[config.mk]
export PLATFORM = sky130hd
export DESIGN_NAME = console_mmio
export DESIGN_NICKNAME = d
export VERILOG_FILES = /design/src/rtl/console_pkg.sv /design/src/rtl/console_ctrl.sv /design/src/rtl/console_dp.sv /design/src/rtl/console_mmio.sv
export SDC_FILE = /design/constraint.sdc
export NUM_CORES = 1
export LEC_CHECK = 0
export BUFFER_PORTS_ARGS = -buffer_cell sky130_fd_sc_hd__buf_2
export CELL_PAD_IN_SITES_DETAIL_PLACEMENT = 1
export CELL_PAD_IN_SITES_GLOBAL_PLACEMENT = 1
export CORE_ASPECT_RATIO = 1.2
export CORE_MARGIN = 2
export CORE_UTILIZATION = 29
export CTS_BUF_LIST = sky130_fd_sc_hd__clkbuf_4 sky130_fd_sc_hd__clkbuf_8
export CTS_CLUSTER_DIAMETER = 50
export DETAILED_ROUTE_END_ITERATION = 8
export GPL_TIMING_DRIVEN = 0
export PLACE_DENSITY = 0.88
export SLEW_MARGIN = 15
export SYNTH_ARGS = -nofsm -noshare
export SYNTH_HDL_FRONTEND = slang
export SYNTH_SLANG_ARGS = --single-unit
[constraint.sdc]
create_clock -name clk -period 1.7 [get_ports clk]
set_input_delay 0.17 -clock clk [delete_from_list [all_inputs] [get_ports clk]]
set_output_delay 0.17 -clock clk [all_outputs]
set_load 0.01 [all_outputs]
[src/rtl/console_pkg.sv]
package console_pkg;
  typedef enum logic [1:0] {RD_NONE, RD_KSTAT, RD_KDATA, RD_DSTAT} rdSel_t;

  typedef struct packed {
    logic   kStatWr;
    logic   kDataRd;
    logic   dStatWr;
    logic   dLoad;
    logic   dReady;
    rdSel_t rdSel;
  } ctrlStrobe_t;
endpackage

[src/rtl/console_ctrl.sv]
module console_ctrl
  import console_pkg::*;
#(
  parameter int ADDR_W = 16,
  parameter logic [ADDR_W-1:0] IO_BASE    = 16'hFE00,
  parameter logic [ADDR_W-1:0] KSTAT_ADDR = 16'hFE00,
  parameter logic [ADDR_W-1:0] KDATA_ADDR = 16'hFE02,
  parameter logic [ADDR_W-1:0] DSTAT_ADDR = 16'hFE04,
  parameter logic [ADDR_W-1:0] DDATA_ADDR = 16'hFE06
) (
  input  logic              clk,
  input  logic              rstN,
  input  logic [ADDR_W-1:0] busAddr,
  input  logic              busRd,
  input  logic              busWr,
  input  logic              dispAck,
  output ctrlStrobe_t       strobe,
  output logic              ioSel,
  output logic              dispValid
);
  typedef enum logic [1:0] {D_IDLE, D_SEND, D_SETTLE} dState_t;

  dState_t dState;
  dState_t dNext;
  logic    hitKstat;
  logic    hitKdata;
  logic    hitDstat;
  logic    hitDdata;

  assign ioSel    = (busAddr >= IO_BASE);
  assign hitKstat = (busAddr == KSTAT_ADDR);
  assign hitKdata = (busAddr == KDATA_ADDR);
  assign hitDstat = (busAddr == DSTAT_ADDR);
  assign hitDdata = (busAddr == DDATA_ADDR);

  always_comb begin
    strobe.kStatWr = busWr && hitKstat;
    strobe.kDataRd = busRd && hitKdata;
    strobe.dStatWr = busWr && hitDstat;
    strobe.dReady  = (dState == D_IDLE);
    strobe.dLoad   = busWr && hitDdata && (dState == D_IDLE);
    if (hitKstat)      strobe.rdSel = RD_KSTAT;
    else if (hitKdata) strobe.rdSel = RD_KDATA;
    else if (hitDstat) strobe.rdSel = RD_DSTAT;
    else               strobe.rdSel = RD_NONE;
  end

  always_comb begin
    dNext = dState;
    case (dState)
      D_IDLE:   if (strobe.dLoad) dNext = D_SEND;
      D_SEND:   if (dispAck) dNext = D_SETTLE;
      D_SETTLE: dNext = D_IDLE;
      default:  dNext = D_IDLE;
    endcase
  end

  always_ff @(posedge clk) begin
    if (!rstN) dState <= D_IDLE;
    else       dState <= dNext;
  end

  assign dispValid = (dState == D_SEND);
endmodule

[src/rtl/console_dp.sv]
module console_dp
  import console_pkg::*;
#(
  parameter int DATA_W = 16,
  parameter int CHAR_W = 8
) (
  input  logic              clk,
  input  logic              rstN,
  input  ctrlStrobe_t       strobe,
  input  logic [DATA_W-1:0] busWdata,
  input  logic [CHAR_W-1:0] keyByte,
  input  logic              keyStrobe,
  output logic [DATA_W-1:0] busRdata,
  output logic [CHAR_W-1:0] dispByte,
  output logic              keyRdy,
  output logic              keyEn,
  output logic              dispEn,
  output logic [CHAR_W-1:0] keyData,
  output logic              keyIrq,
  output logic              dispIrq
);
  localparam int RDY_BIT = DATA_W - 1;
  localparam int IEN_BIT = DATA_W - 2;
  localparam int PAD_W   = DATA_W - CHAR_W;

  logic [DATA_W-1:0] kStatWord;
  logic [DATA_W-1:0] dStatWord;

  always_ff @(posedge clk) begin
    if (!rstN) begin
      keyRdy  <= 1'b0;
      keyData <= '0;
    end else if (!keyRdy && keyStrobe) begin
      keyRdy  <= 1'b1;
      keyData <= keyByte;
    end else if (strobe.kDataRd) begin
      keyRdy  <= 1'b0;
    end
  end

  always_ff @(posedge clk) begin
    if (!rstN) begin
      keyEn    <= 1'b0;
      dispEn   <= 1'b0;
      dispByte <= '0;
    end else begin
      if (strobe.kStatWr) keyEn  <= busWdata[IEN_BIT];
      if (strobe.dStatWr) dispEn <= busWdata[IEN_BIT];
      if (strobe.dLoad)   dispByte <= busWdata[CHAR_W-1:0];
    end
  end

  always_comb begin
    kStatWord          = '0;
    kStatWord[RDY_BIT] = keyRdy;
    kStatWord[IEN_BIT] = keyEn;
    dStatWord          = '0;
    dStatWord[RDY_BIT] = strobe.dReady;
    dStatWord[IEN_BIT] = dispEn;
    case (strobe.rdSel)
      RD_KSTAT: busRdata = kStatWord;
      RD_KDATA: busRdata = {{PAD_W{1'b0}}, keyData};
      RD_DSTAT: busRdata = dStatWord;
      default:  busRdata = '0;
    endcase
  end

  assign keyIrq  = keyRdy && keyEn;
  assign dispIrq = strobe.dReady && dispEn;
endmodule

[src/rtl/console_mmio.sv]
module console_mmio
  import console_pkg::*;
#(
  parameter int DATA_W = 16,
  parameter int CHAR_W = 8
) (
  input  logic              clk,
  input  logic              rstN,
  input  logic [DATA_W-1:0] busAddr,
  input  logic              busRd,
  input  logic              busWr,
  input  logic [DATA_W-1:0] busWdata,
  output logic [DATA_W-1:0] busRdata,
  output logic              ioSel,
  input  logic [CHAR_W-1:0] keyByte,
  input  logic              keyStrobe,
  output logic [CHAR_W-1:0] dispByte,
  output logic              dispValid,
  input  logic              dispAck,
  output logic              keyIrq,
  output logic              dispIrq
);
  ctrlStrobe_t       strobe;
  logic              keyRdy;
  logic              keyEn;
  logic              dispEn;
  logic              dispRdy;
  logic [CHAR_W-1:0] keyData;

  console_ctrl #(.ADDR_W(DATA_W)) u_ctrl (
    .clk(clk), .rstN(rstN), .busAddr(busAddr), .busRd(busRd), .busWr(busWr),
    .dispAck(dispAck), .strobe(strobe), .ioSel(ioSel), .dispValid(dispValid)
  );

  console_dp #(.DATA_W(DATA_W), .CHAR_W(CHAR_W)) u_dp (
    .clk(clk), .rstN(rstN), .strobe(strobe), .busWdata(busWdata),
    .keyByte(keyByte), .keyStrobe(keyStrobe), .busRdata(busRdata),
    .dispByte(dispByte), .keyRdy(keyRdy), .keyEn(keyEn), .dispEn(dispEn),
    .keyData(keyData), .keyIrq(keyIrq), .dispIrq(dispIrq)
  );

  assign dispRdy = strobe.dReady;
endmodule

# == Word-level counts from Yosys, hierarchy flattened ==
# Cells that the tools add are included.
# op_classes
order_cmp,1
eq_ne,10
muxes,9
n_reduce_logical,12
# ops
op,n
$eq 16x16->1 const B,4
$pmux 16 s3,1
$ge 16x16->1 const B,1
$mux 2,5
$logic_and 1x1->1,8
$eq 2x1->1 const B,2
$eq 2x2->1 const B,2
$pmux 2 s2,1
$logic_not 2->1,1
$mux 1,2
$ne 2x1->1 const B,1
$ne 2x2->1 const B,1
$reduce_and 2->1,1
$reduce_bool 2->1,1
$logic_not 1->1,1
# word_totals
regBits,21
output_inout_bits,28

# == Longest topological paths before layout ==
# Gate-level depths: netlist of the first run.
# depth
ltp_word,6
ltp_mapped,5
depth_no_buf,4

# == Cells and area by module ==
# Synthesis of the first run repeated with hierarchy kept, for this count alone.
# hier_totals
cells_unflattened,119
area_unflattened_um2,1096.1
# modules_own_cells
mod,instances,cells_per_inst,area_per_inst_um2,seq_area_each_um2
console_dp,1,93,897.1,380.4
console_ctrl,1,26,198.9,40.0

# == Worst setup path after synthesis of the first run ==
# Ideal clock, no wire load.
# synth_path
path_kind,input to register
start,input port busAddr[4]
end,register u_dp.dispByte[0]
setup_time_ns,0.072
t_arrival_ns,1.184
required_ns,1.628
slack_ns,0.445
cell_stages,5
path_cell_list,nor4b_1 nand4_1 nor4_2 buf_6 mux2i_1
# synth_between
elab_chain_len,3
# synth_lines
element,line,rtl
start: declaration,console_mmio.sv:9,"input logic [DATA_W-1:0] busAddr,"
$eq 16x16->1,console_ctrl.sv:34,assign hitDdata = (busAddr == DDATA_ADDR);
$logic_and 1x1->1 (2 in series),console_ctrl.sv:41,strobe.dLoad = busWr && hitDdata && (dState == D_IDLE);
end signal: assignment,console_dp.sv:49,if (strobe.dLoad) dispByte <= busWdata[CHAR_W-1:0];
end: declaration,console_dp.sv:14,"output logic [CHAR_W-1:0] dispByte,"
# Every way passes these cells.
# A chain may end at the register's enable or synchronous reset.

# == Final worst setup path of the first run ==
# layout_path
start,input port busAddr[4]
end,output port busRdata[4]
# layout_between
elab_chain_len,6
elab_cells_between_ends,10
classes_between,6 x eq/ne; 4 x mux
# layout_lines
element,line,rtl
$eq 16x16->1,console_ctrl.sv:33,assign hitDstat = (busAddr == DSTAT_ADDR);
$mux 2,console_ctrl.sv:44,else if (hitDstat) strobe.rdSel = RD_DSTAT;
$mux 2,console_ctrl.sv:43,else if (hitKdata) strobe.rdSel = RD_KDATA;
$mux 2 *,console_ctrl.sv:42,if (hitKstat) strobe.rdSel = RD_KSTAT;
$eq 2x2->1 or $eq 2x1->1 (tied branches),console_dp.sv:60,case (strobe.rdSel)
$pmux 16 s3 *,console_dp.sv:60,
end: declaration,console_mmio.sv:13,"output logic [DATA_W-1:0] busRdata,"
# Mark *: on every way between the ends. The rest lies on a longest branch, timed or not.

==> results.txt, run 1 <==
outcome - complete, no violations
clk slew on worst S/H paths - 70 ps
Final GP Congestion - 0.663
Synth cell types - 24
Max FO, Critical Path - 4
IO Pins - 74
type of the worst setup path - input port to output port
setup total negative slack - 0 ps
antenna cells - 0
remaining antenna violation count - 0
Finished Cell Area - 0.00148 mm^2
GR Util All Layers - 14.0%
fmax - 656 MHz
number of clock sinks - 21
Starting Density - 30.7%
RSZ-0062 raised after global routing - no
CP arrival - 1350 ps
Post-Route Skew - 1.30 ps
DR iter-0 viols - 14
port bufs - 59
Final #Nets - 231
die extent in y - 69.4 um
startpoint types - input port
Peak VDD IR - 418 uV
DRT Pass-1 Iters - 4
number of max-cap violations - 0
worst hold margin - 97.2 ps
# setup viols final - 0
full die area - 0.00406 mm^2
area of the core - 0.00337 mm^2
Residual DRC - 0
Post-CTS Hold Fix Bufs - 0
vias per inst - 4.53
Seq/Total Area, Yosys - 40.6%
syn_area_per_cell - 9.24 um^2
CTS Buf Count - 3
Worst setup EP type - output port
required time worst endpoint - 1530 ps
floorplan row count - 23
largest net degree at the start of global routing - 12
Routed WL per cell - 12.5 um
Synth area leaders - dfxtp_1 41%, mux2i_1 18%, nand2_1 6.9%
first-pass GRT wire length - 4490 um
DRT Wirelength - 2760 um
via count - 1002
total global routing overflow - 0
share of cells above drive strength 1 - 42.4%
pwr dens - 656 mW/mm^2
#FFs+latches synth - 21
final hold vios - 0
post-synth top area cell - dfxtp_1
root buf cell - clkbuf_8
initial antenna violation count - 0
Yosys top cell area share - 40.6%
CTS tree - yes
H-tree Lvls - 1
layout overhead on the synthesized area - 43.0%
Max clock buf depth - 2
part of the cycle the worst path needs - 89.7%
Die Wd - 58.5 um
number of global-route vias before repair - 997
leak pwr - 0.724 nW
gate count of the mapped netlist - 112
min cycle time layout - 1520 ps
Area after DPL - 0.00140 mm^2
Hold Path Class - input port to flop
fin util - 44.0%
post-DP HPWL - 2160 um
mapped cell area - 0.00103 mm^2
Clk Latency, worst-skew pair - 260 ps
Final Max Slew Viols - 0
YS warnings - 0
-- registers in the layout, summed over array words and instances (netlist names) --
| signal | cells |
|---|---|
| u_ctrl.dState | 2 |
| u_dp.dispByte | 8 |
| u_dp.dispEn | 1 |
| u_dp.keyData | 8 |
| u_dp.keyEn | 1 |
| u_dp.keyRdy | 1 |
-- cell usage after synthesis --
master     n
nand2_1   19
nand4_1    2
nor4b_1    1
buf_6      1
nor3b_1    1
o21a_1     1
dfxtp_1   21
nor2b_1   11
nor4_1     1
mux2i_1   19
nor4_2     1
and4_1     1
buf_2      1
a31oi_1    1
clkbuf_1   3
nor4_4     1
o31ai_1    1
and2_1    11
nor2_1     4
buf_4      6
o211ai_1   1
o21ai_0    1
and3_1     2
conb_1     1
-- layout by cell type, fill, tap and decap left out, types with 2 or more instances in the layout --
master / netlist / routed
buf_2: 1 / 60
nor2_1: 4 / 3
clkbuf_1: 3 / 3
nand2_1: 19 / 19
conb_1: 1 / 6
buf_4: 6 / 9
dfxtp_1: 21 / 21
nor2b_1: 11 / 11
and3_1: 2 / 2
nand4_1: 2 / 2
mux2i_1: 19 / 19
and2_1: 11 / 11
clkbuf_8: 0 / 3
-- what timing repair did --
action,4_1_cts,5_1_grt
buffers inserted,0,3
resized for setup,1,1
endpoints found under the setup margin,8,8
hold endpoints to repair,0,0
gates cloned,0,1
pin swaps,0,2
-- power by group --
group | total, mW | leakage (nW) | switching, mW | internal (mW)
sequential | 0.512 | 0.171 | 0.00684 | 0.505
clock | 0.336 | 0.0262 | 0.153 | 0.183
combinational | 0.123 | 0.527 | 0.0568 | 0.0662
-- layer usage --
layer  global-route usage (%)  vias up  share of wire [%]
li1                         -      509                  -
met1                     16.7      458                 40
met2                     23.5       33                 52
met3                     4.85        2                7.0
met4                     3.88        0               0.51
met5                        0        -                  0
-- kinds of logic (layout without fill, tap and decap cells) --
logic type,count (synthesis),count (layout),share of synthesized area [%]
flops,21,21,40.6
mux,19,19,18.4
other cells,1,6,0.362
simple gates,55,56,30.4
buf+inv,11,77,7.01
compound gates,5,5,3.27
-- path summary, 6_finish.rpt --
path / from / to / slack, ps / cells after the start
worst max-delay path: busAddr[4] / busRdata[4] / 180 / 7
worst min-delay path: busRd / u_dp.keyRdy / 100 / 2
worst max register to register: u_dp.keyRdy / u_dp.keyData[2] / 590 / 4
worst min register to register: u_dp.dispByte[6] / u_dp.dispByte[6] / 460 / 2
-- final cells by class --
type | instances | area [um^2]
tap | 37 | 46.3
fill | 431 | 1890
sequential | 21 | 420
clock buffer | 4 | 48.8
multi-input combinational | 86 | 574
buffer | 11 | 72.6
timing repair buffer | 62 | 318
-- critical path, stage by stage --
cell	delay, ps
buf_2	110
nor4b_1	310
nand4_1	130
buf_4	180
nor2_2	180
and2_1	150
buf_2	120
-- per-stage QoR --
step	cells	power, mW	setup slack, ps
floorplan	117	0.586	445
detailed placement	213	0.646	-96.9
global route	221	1.03	43.7
finish	221	0.971	176
CTS	217	0.987	66.0
global placement	213	0.642	-106
Note: power is estimated with default switching activity, not from simulation.
==> run 2, diff against run 1 <==
--- a/config.mk
+++ b/config.mk
@@ -14,8 +14,9 @@
 export CTS_BUF_LIST = sky130_fd_sc_hd__clkbuf_4 sky130_fd_sc_hd__clkbuf_8
 export CTS_CLUSTER_DIAMETER = 50
 export DETAILED_ROUTE_END_ITERATION = 8
-export GPL_TIMING_DRIVEN = 0
 export PLACE_DENSITY = 0.88
+export REMOVE_ABC_BUFFERS = 1
+export SETUP_SLACK_MARGIN = 0.4
 export SLEW_MARGIN = 15
 export SYNTH_ARGS = -nofsm -noshare
 export SYNTH_HDL_FRONTEND = slang
==> run 2 against run 1 <==
  * Global-route usage down 0.38 points
  * Combinational power down 3%
  * Non-clock buffer count down 6
  * Sequential power about the same
  * Sequential cell count unchanged
  * Clock power up 3%
  * Via count down 1.4%
  * Clock skew up 0.81 ps
  * Wire length down 3.0%
  * Critical endpoint is now busRdata[5]
  * Critical path type unchanged
==> results.txt, run 2 (synthesized netlist as in run 1, its figures left out) <==
outcome - complete, no violations (unchanged)
number of max-cap violations - 0 (unchanged)
commonest non-fill, non-tap cell in the layout - buf_2 (unchanged)
FF-to-FF path depth - 4 (unchanged)
largest net degree at the start of global routing - 31 (was 12)
Net Sw Frac - 23.1% (was 22.4%)
RSZ-0062 raised after global routing - yes (was no)
total global routing overflow - 0 (unchanged)
Seq pwr share - 52.4% (was 52.7%)
CTS tree - yes (unchanged)
IO Pins - 74 (unchanged)
area of the core - 0.00337 mm^2 (unchanged)
part of the cycle the worst path needs - 83.1% (was 89.7%)
# setup viols final - 0 (unchanged)
Logic pwr share - 12.2% (was 12.7%)
hold path cells - 2 (unchanged)
clock power share - 35.4% (was 34.6%)
clk slew on worst S/H paths - 80 ps (was 70 ps)
Final Max Slew Viols - 0 (unchanged)
Hold Path Class - input port to flop (unchanged)
Reg2Reg Setup Slack - 540 ps (was 590 ps)
first-pass GRT wire length - 4470 um (was 4490 um)
CP Cell Sequence - buf_4, nor4b_4, nand4_1, nor2_1, buf_4, and2_1, buf_2 (was buf_2, nor4b_1, nand4_1, buf_4, nor2_2, and2_1, buf_2)
Worst setup EP type - output port (unchanged)
Peak VDD IR - 375 uV (was 418 uV)
CP most frequent cell - buf_4 (was buf_2)
port bufs - 60 (was 59)
Final #Nets - 224 (was 231)
critical path's slowest cell - nor4b_4 (was nor4b_1)
pwr dens - 661 mW/mm^2 (was 656 mW/mm^2)
most frequent cells in the layout - 57 x buf_2, 21 x dfxtp_1, 19 x mux2i_1, 19 x nand2_1 (was 60 x buf_2, 21 x dfxtp_1, 19 x mux2i_1, 19 x nand2_1)
DRT Wirelength - 2680 um (was 2760 um)
remaining antenna violation count - 0 (unchanged)
H-tree Lvls - 1 (unchanged)
Critical R2R Capture - u_dp.dispByte[1] (was u_dp.keyData[2])
final hold vios - 0 (unchanged)
number of clock sinks - 21 (unchanged)
DR iter-0 viols - 19 (was 14)
Starting Density - 30.7% (unchanged)
total power - 0.975 mW (was 0.971 mW)
Die Wd - 58.5 um (unchanged)
number of global-route vias before repair - 1074 (was 997)
layout overhead on the synthesized area - 42.4% (was 43.0%)
Finished Cell Area - 0.00147 mm^2 (was 0.00148 mm^2)
Residual DRC - 0 (unchanged)
Sw Pwr - 0.225 mW (was 0.217 mW)
CP arrival - 1240 ps (was 1350 ps)
setup total negative slack - 0 ps (unchanged)
Routed WL per cell - 12.5 um (about the same)
CTS Buf Count - 3 (unchanged)
Max clock buf depth - 2 (unchanged)
fin cells - 214 (was 221)
GR Util All Layers - 13.7% (was 14.0%)
fmax - 707 MHz (was 656 MHz)
floorplan row count - 23 (unchanged)
vias per inst - 4.62 (was 4.53)
worst hold margin - 102 ps (was 97.2 ps)
min cycle time layout - 1410 ps (was 1520 ps)
via count - 988 (was 1002)
share of cells above drive strength 1 - 42.4% (about the same)
DRT Pass-1 Iters - 2 (was 4)
Max FO, Critical Path - 9 (was 4)
startpoint types - input port (unchanged)
largest stage delay on the critical path - 270 ps (was 310 ps)
biggest regs - u_dp.dispByte x8, u_dp.keyData x8, u_ctrl.dState x2 (unchanged)
Buf+Inv Stages, Crit Path - 3 (unchanged)
Clk Latency, worst-skew pair - 250 ps (was 260 ps)
type of the worst setup path - input port to output port (unchanged)
Worst Setup SP - busAddr[7] (was busAddr[4])
Cells after DPL - 206 (was 213)
Area after DPL - 0.00135 mm^2 (was 0.00140 mm^2)
post-DP HPWL - 2040 um (was 2160 um)
Internal - 0.750 mW (was 0.754 mW)
die extent in y - 69.4 um (unchanged)
worst setup path endpoint - busRdata[5] (was busRdata[4])
leak pwr - 0.716 nW (was 0.724 nW)
Critical R2R Launch - u_ctrl.dState[0] (was u_dp.keyRdy)
required time worst endpoint - 1530 ps (about the same)
antenna cells - 0 (unchanged)
top cell family by delay on the critical path - simple AND/OR/NAND/NOR gates (unchanged)
Final GP Congestion - 0.722 (was 0.663)
root buf cell - clkbuf_8 (unchanged)
cell depth of the worst setup path - 7 (unchanged)
full die area - 0.00406 mm^2 (unchanged)
Post-CTS Hold Fix Bufs - 0 (unchanged)
initial antenna violation count - 0 (unchanged)
Post-Route Skew - 2.11 ps (was 1.30 ps)
## run 2: changes by cell type in the layout (fill, tap and decap cells not counted), sizes merged
cell	previous run	this run
nor2	5	4
buf	70	67
clkbuf	7	4
## run 2: power groups by stage
stage                     Clock [mW]  Sequential [mW]  Combinational, mW
after CTS                      0.359            0.511              0.114
final                          0.345            0.511              0.119
after floorplan                    0            0.521             0.0468
after detailed placement           0            0.523              0.113
after global routing           0.384            0.513              0.133
after global placement             0            0.522              0.109
## run 2: how the worst min path moves through the flow
stage          startpoint           to
2_1_floorplan       busRd  u_dp.keyRdy
3_3_place_gp        busRd  u_dp.keyRdy
3_5_place_dp        busRd  u_dp.keyRdy
4_1_cts             busRd  u_dp.keyRdy
5_1_grt             busRd  u_dp.keyRdy
6_report            busRd  u_dp.keyRdy
## run 2: layer usage
layer | wire, um | share of wire [%] | GRT usage (%)
met5 | 0 | 0 | 0
met4 | 32 | 1.2 | 3.88
met3 | 138 | 5.2 | 2.24
met2 | 1540 | 57 | 26.5
met1 | 967 | 36 | 14.4
## run 2: per-stage QoR
stage / worst slack (ps) / utilization, %
2_1_floorplan: -17.9 / -
3_3_place_gp: 226 / 40.1
3_5_place_dp: 128 / 40.1
4_1_cts: 280 / 42.0
5_1_grt: 197 / 43.8
6_report: 287 / 43.8
## run 2: area by class of cell
cell class,count,area [um^2]
clock buffers,4,48.8
multi-input cells,85,587
repair buffers,67,372
fillers,418,1890
flip-flops and latches,21,420
well taps,37,46.3
## run 2: timing repair
item / in CTS / in global routing
resized for setup: 1 / 11
pin swaps: 2 / 3
cloned: 0 / 1
buffers inserted: 1 / 2
setup endpoints to repair: 8 / 19
## run 2: worst reg2reg max path, cell delays in order, from the launching register on
cell and delay, ps:
dfxtp_1 350, nor4_4 300, buf_4 150, buf_6 120, mux2i_1 170
